--- src/rtl/fwd_pkg.sv ---
package fwd_pkg;
  typedef enum logic [1:0] {
    SRC_XM = 2'd0,
    SRC_MW = 2'd1,
    SRC_RF = 2'd2
  } opnd_src_e;

  typedef enum logic [1:0] {
    CLS_ALU   = 2'b00,
    CLS_LOAD  = 2'b01,
    CLS_STORE = 2'b10,
    CLS_OTHER = 2'b11
  } xm_cls_e;
endpackage

--- src/rtl/fwd_src_match.sv ---
module fwd_src_match #(
  parameter int unsigned REG_W = 5
) (
  input  logic [REG_W-1:0] src_i,
  input  logic [REG_W-1:0] dst_i,
  input  logic             we_i,
  output logic             hit_o
);
  localparam logic [REG_W-1:0] ZERO_REG = '0;

  // zero register is constant, never forwarded
  assign hit_o = we_i && (dst_i != ZERO_REG) && (src_i == dst_i);
endmodule

--- src/rtl/fwd_opnd_sel.sv ---
module fwd_opnd_sel
  import fwd_pkg::*;
#(
  parameter int unsigned REG_W  = 5,
  parameter int unsigned DATA_W = 32
) (
  input  logic [REG_W-1:0]  src_i,
  input  logic [REG_W-1:0]  xm_rd_i,
  input  logic              xm_we_i,
  input  logic [REG_W-1:0]  mw_rd_i,
  input  logic              mw_we_i,
  input  logic [DATA_W-1:0] rf_i,
  input  logic [DATA_W-1:0] xm_i,
  input  logic [DATA_W-1:0] mw_i,
  output opnd_src_e         sel_o,
  output logic [DATA_W-1:0] data_o
);
  logic xm_hit, mw_hit;

  fwd_src_match #(.REG_W(REG_W)) u_xm_match (
    .src_i(src_i), .dst_i(xm_rd_i), .we_i(xm_we_i), .hit_o(xm_hit)
  );

  fwd_src_match #(.REG_W(REG_W)) u_mw_match (
    .src_i(src_i), .dst_i(mw_rd_i), .we_i(mw_we_i), .hit_o(mw_hit)
  );

  // youngest producer wins
  always_comb begin
    if (xm_hit)      sel_o = SRC_XM;
    else if (mw_hit) sel_o = SRC_MW;
    else             sel_o = SRC_RF;
  end

  always_comb begin
    unique case (sel_o)
      SRC_XM:  data_o = xm_i;
      SRC_MW:  data_o = mw_i;
      default: data_o = rf_i;
    endcase
  end
endmodule

--- src/rtl/fwd_store_sel.sv ---
module fwd_store_sel
  import fwd_pkg::*;
#(
  parameter int unsigned REG_W  = 5,
  parameter int unsigned DATA_W = 32
) (
  input  logic [1:0]        xm_cls_i,
  input  logic [REG_W-1:0]  xm_st_rs_i,
  input  logic [REG_W-1:0]  mw_rd_i,
  input  logic              mw_we_i,
  input  logic [DATA_W-1:0] xm_st_data_i,
  input  logic [DATA_W-1:0] mw_i,
  output logic              sel_o,
  output logic [DATA_W-1:0] data_o
);
  logic hit;
  logic is_store;

  fwd_src_match #(.REG_W(REG_W)) u_st_match (
    .src_i(xm_st_rs_i), .dst_i(mw_rd_i), .we_i(mw_we_i), .hit_o(hit)
  );

  assign is_store = (xm_cls_i == CLS_STORE);
  assign sel_o    = is_store && hit;
  assign data_o   = sel_o ? mw_i : xm_st_data_i;
endmodule

--- src/rtl/fwd_bypass_unit.sv ---
module fwd_bypass_unit
  import fwd_pkg::*;
#(
  parameter int unsigned REG_W  = 5,
  parameter int unsigned DATA_W = 32,
  parameter int unsigned SEL_W  = 2
) (
  input  logic [REG_W-1:0]  dx_rs1_i,
  input  logic [REG_W-1:0]  dx_rs2_i,
  input  logic [REG_W-1:0]  xm_rd_i,
  input  logic              xm_we_i,
  input  logic [1:0]        xm_cls_i,
  input  logic [REG_W-1:0]  xm_st_rs_i,
  input  logic [REG_W-1:0]  mw_rd_i,
  input  logic              mw_we_i,
  input  logic [DATA_W-1:0] rf_a_i,
  input  logic [DATA_W-1:0] rf_b_i,
  input  logic [DATA_W-1:0] xm_result_i,
  input  logic [DATA_W-1:0] xm_st_data_i,
  input  logic [DATA_W-1:0] mw_value_i,
  output logic [SEL_W-1:0]  sel_a_o,
  output logic [SEL_W-1:0]  sel_b_o,
  output logic              sel_st_o,
  output logic [DATA_W-1:0] op_a_o,
  output logic [DATA_W-1:0] op_b_o,
  output logic [DATA_W-1:0] st_data_o
);
  localparam int unsigned N_OPND = 2;

  logic [REG_W-1:0]  src   [N_OPND];
  logic [DATA_W-1:0] rf_rd [N_OPND];
  opnd_src_e         sel   [N_OPND];
  logic [DATA_W-1:0] opnd  [N_OPND];

  assign src[0]   = dx_rs1_i;
  assign src[1]   = dx_rs2_i;
  assign rf_rd[0] = rf_a_i;
  assign rf_rd[1] = rf_b_i;

  for (genvar g = 0; g < N_OPND; g++) begin : g_opnd
    fwd_opnd_sel #(.REG_W(REG_W), .DATA_W(DATA_W)) u_sel (
      .src_i   (src[g]),
      .xm_rd_i (xm_rd_i),
      .xm_we_i (xm_we_i),
      .mw_rd_i (mw_rd_i),
      .mw_we_i (mw_we_i),
      .rf_i    (rf_rd[g]),
      .xm_i    (xm_result_i),
      .mw_i    (mw_value_i),
      .sel_o   (sel[g]),
      .data_o  (opnd[g])
    );
  end

  // address path has no mux: formed fully in execute
  fwd_store_sel #(.REG_W(REG_W), .DATA_W(DATA_W)) u_st (
    .xm_cls_i     (xm_cls_i),
    .xm_st_rs_i   (xm_st_rs_i),
    .mw_rd_i      (mw_rd_i),
    .mw_we_i      (mw_we_i),
    .xm_st_data_i (xm_st_data_i),
    .mw_i         (mw_value_i),
    .sel_o        (sel_st_o),
    .data_o       (st_data_o)
  );

  assign sel_a_o = SEL_W'(sel[0]);
  assign sel_b_o = SEL_W'(sel[1]);
  assign op_a_o  = opnd[0];
  assign op_b_o  = opnd[1];
endmodule

--- config.mk ---
export PLATFORM = sky130hd
export DESIGN_NAME = fwd_bypass_unit
export DESIGN_NICKNAME = d
export VERILOG_FILES = /design/src/rtl/fwd_pkg.sv /design/src/rtl/fwd_src_match.sv /design/src/rtl/fwd_opnd_sel.sv /design/src/rtl/fwd_store_sel.sv /design/src/rtl/fwd_bypass_unit.sv
export SDC_FILE = /design/constraint.sdc
export NUM_CORES = 1
export LEC_CHECK = 0
export BUFFER_PORTS_ARGS = -buffer_cell sky130_fd_sc_hd__buf_2
export CORE_AREA = 4 4 110 112
export DETAILED_ROUTE_END_ITERATION = 10
export DIE_AREA = 0 0 114 116
export GPL_TIMING_DRIVEN = 0
export PLACE_DENSITY_LB_ADDON = 0.05
export SYNTH_ARGS = -nofsm -noshare
export SYNTH_HDL_FRONTEND = slang
export SYNTH_HIERARCHICAL = 1
export SYNTH_SLANG_ARGS = --single-unit
--- constraint.sdc ---
create_clock -name vclk -period 5.7
set_input_delay 1.71 -clock vclk [all_inputs]
set_output_delay 1.71 -clock vclk [all_outputs]
set_load 0.1 [all_outputs]
==> summary.md <==
| Metric | Value |
|---|---|
| Outcome | finished clean |
| # fillers | 1264 |
| Largest net degree at the start of global routing | 11 |
| Top post-synthesis cells by area | mux2i_1, mux2_4, o21ai_1 |
| Share of cells above drive strength 1 | 0.578 |
| GRT Total Usage | 0.164 |
| Final Critical Period | ~5400 ps |
| Met3 Usage GRT | 0.0266 |
| Drt wl/cell | 16.4 µm |
| Max cap viols | 0 |
| Final Hold Vio Count | 0 |
| # IOs | 290 |
| Placement Setup Slack | roughly 250 ps |
| Hold Path Origin | xm_result_i[4] |
| Top-count cell post-synth | nand2_1 |
| Crit path max-delay cell type | buf_2 |
| Vias/cell | ~4.5 |
| Clkbuf count | 0 |
| Yosys cell types | 20 |
| Antenna-violating nets left | 0 |
| CP most frequent cell | buf_2 |
| Drt total wl | 12100 µm |
| Final Non-Filler Cells | 738 |
| Worst EP required | 3990 ps |
| Grt peak-use layer | met2 |
| Critical path origin | xm_rd_i[3] |
| Vias in the first global route | roughly 3300 |
| WHS Path Cells | 4 |
| Post-Syn Instances | ~310 |
| Top cells by count, synth | nand2_1, mux2i_1, o21ai_1, mux2_4, xor2_1 |
| Sum Neg Setup Slack | 0 ps |
| Yosys top cell area share | 0.278 |
| Peak supply drop | just under 0.07 mV |
| Antenna cells | 0 |
| Hold_buf cts | 0 |
| First-pass GRT wire length | 17600 µm |
| Via count | between 3000 and 4000 |
| M2 GR Usage | 0.327 |
| Die height | 116 µm |
| Final Wtd Congestion | between 0.7 and 0.8 |
| Hold WC Path Type | primary input to output port |
| Num sequential | 0 |
| Slew HR | 0.619 |
| Post-CTS Setup Bufs | 0 |
| # setup viols final | 0 |
| CP Cell Sequence | buf_2, xor2_1, nor3_1, and4_1, buf_2, buf_2, nand2_1, o21ai_1, buf_2 |
| Synth warnings | 6 |
| Storage element area | 0 µm² |
| Drt initial violations | about 170 |
| Die W | 114 µm |
| LEAKAGE | a little under 2 nW |
| Net count after synthesis | 494 |
| Mapped cell area | 2310 µm² |
| Max Slew Vio Count | 0 |
| Post-cts resize count | 0 |
| Crit-path max FO | 10 |
| CP endpoint kind | output port |
| Worst path arrival time | ~3700 ps |
| Post-DP HPWL | 10100 µm |
| CP max stage delay | 460 ps |
| Final #Nets | between 700 and 800 |
| Power per cell area | between 100 and 150 nW/µm² |
| DR DRC count | 0 |
| CP Class | primary input to output port |
| Final Cycle Share | 0.947 |
| Met1 Use GR | 0.187 |
| Gr ovfl total | 0 |
| Max Clock Freq | ~190 MHz |
| Placed insts | about 740 |
| Synth Area per Inst | approximately 7.6 µm² |
| Area leader, netlist | mux2i_1 |
| Worst Tran Pin Value | 571 ps |
| Initial Util | 0.205 |
| Initial antenna violation count | 0 |
| Area delta synth->final | 70.7% |
| Worst Setup Start Kind | primary input |
| Sequential area share after synthesis | 0 |
| IO buf count | 290 |
| Hold Path Sink | op_b_o[4] |
| Delay-heaviest family, CP | buffers and inverters |
| Die ar. | about 13000 µm² |
| Final setup margin | approximately 300 ps |
| Core box area | around 11000 µm² |
| DRT Pass-1 Iters | 5 |
| Unrepaired setup endpoints after global routing | false |
| Crit path buf inv count | 4 |
| Rows | 39 |
==> per-layer routing <==
| metal | vias up | part of all wire |
|---|---|---|
| met2 | 161 | 0.53 |
| li1 | 1670 | - |
| met4 | 0 | 0.010 |
| met3 | 8 | 0.081 |
| met5 | - | 0 |
| met1 | 1481 | 0.38 |
==> power breakdown <==
part / leakage (nW) / switching [mW] / internal (mW)
combinational: 1.97 / 0.422 / 0.125
clock: 0 / 0 / 0
sequential: 0 / 0 / 0
total: 1.97 / 0.422 / 0.125
==> cell type report <==
cell class | instances | area, µm² | area share
inverter | 1 | 3.75 | 0.000954
multi-input combinational | 279 | 2060 | 0.524
timing repair buffer | 290 | 1450 | 0.369
buffer | 25 | 241 | 0.0613
tap | 143 | 179 | 0.0455
==> stage by stage <==
step | util | power [mW] | hold WS, ps | cell area [µm²]
global placement | 0.351 | 0.547 | 3910 | 3940
CTS | 0.351 | 0.551 | 3910 | 3940
global route | 0.351 | 0.572 | 3930 | 3940
finish | 0.351 | 0.547 | 3910 | 3940
detailed placement | 0.351 | 0.550 | 3910 | 3940
floorplan | - | 0.414 | 3740 | 2310
==> worst max path at each step <==
stage            endpoint  slack, ps  cells past startpoint
2_1_floorplan  op_a_o[10]         30                      7
6_report       op_b_o[11]        300                      9
4_1_cts        op_b_o[11]        250                      9
3_3_place_gp   op_b_o[12]        260                      9
3_5_place_dp   op_b_o[11]        250                      9
5_1_grt        op_b_o[12]         80                      9
==> cells in the final DEF, fill, tap and decap left out <==
cell        n
nor2_1      2
clkbuf_1    4
xor2_1     15
o21ai_0     5
buf_6       5
mux2_4     29
buf_12      6
or2_1       5
nor3_1      5
inv_1       1
buf_2     300
nor4_1      5
mux2i_1    64
xnor2_1     5
and4_1      5
nand3b_4    1
o21ai_1    64
nand2_1    69
mux2_2      3
nor2b_1     2
==> cell families (layout without fill, tap and decap cells) <==
family | after synthesis | in the layout | share of synthesized area
AO/OA/AOI/OAI | 69 | 69 | 0.150
AND/OR/NAND/NOR | 94 | 94 | 0.187
multiplexers | 96 | 96 | 0.481
XOR/XNOR | 20 | 20 | 0.0760
buffers and inverters | 26 | 316 | 0.106
==> worst min-delay path, delay by kind of cell <==
kind / cells / cell delay, ps
buf+inv: 2 / 380
compound gates: 1 / 50
simple gates: 1 / 50
Power figures use the tool's default switching activity.
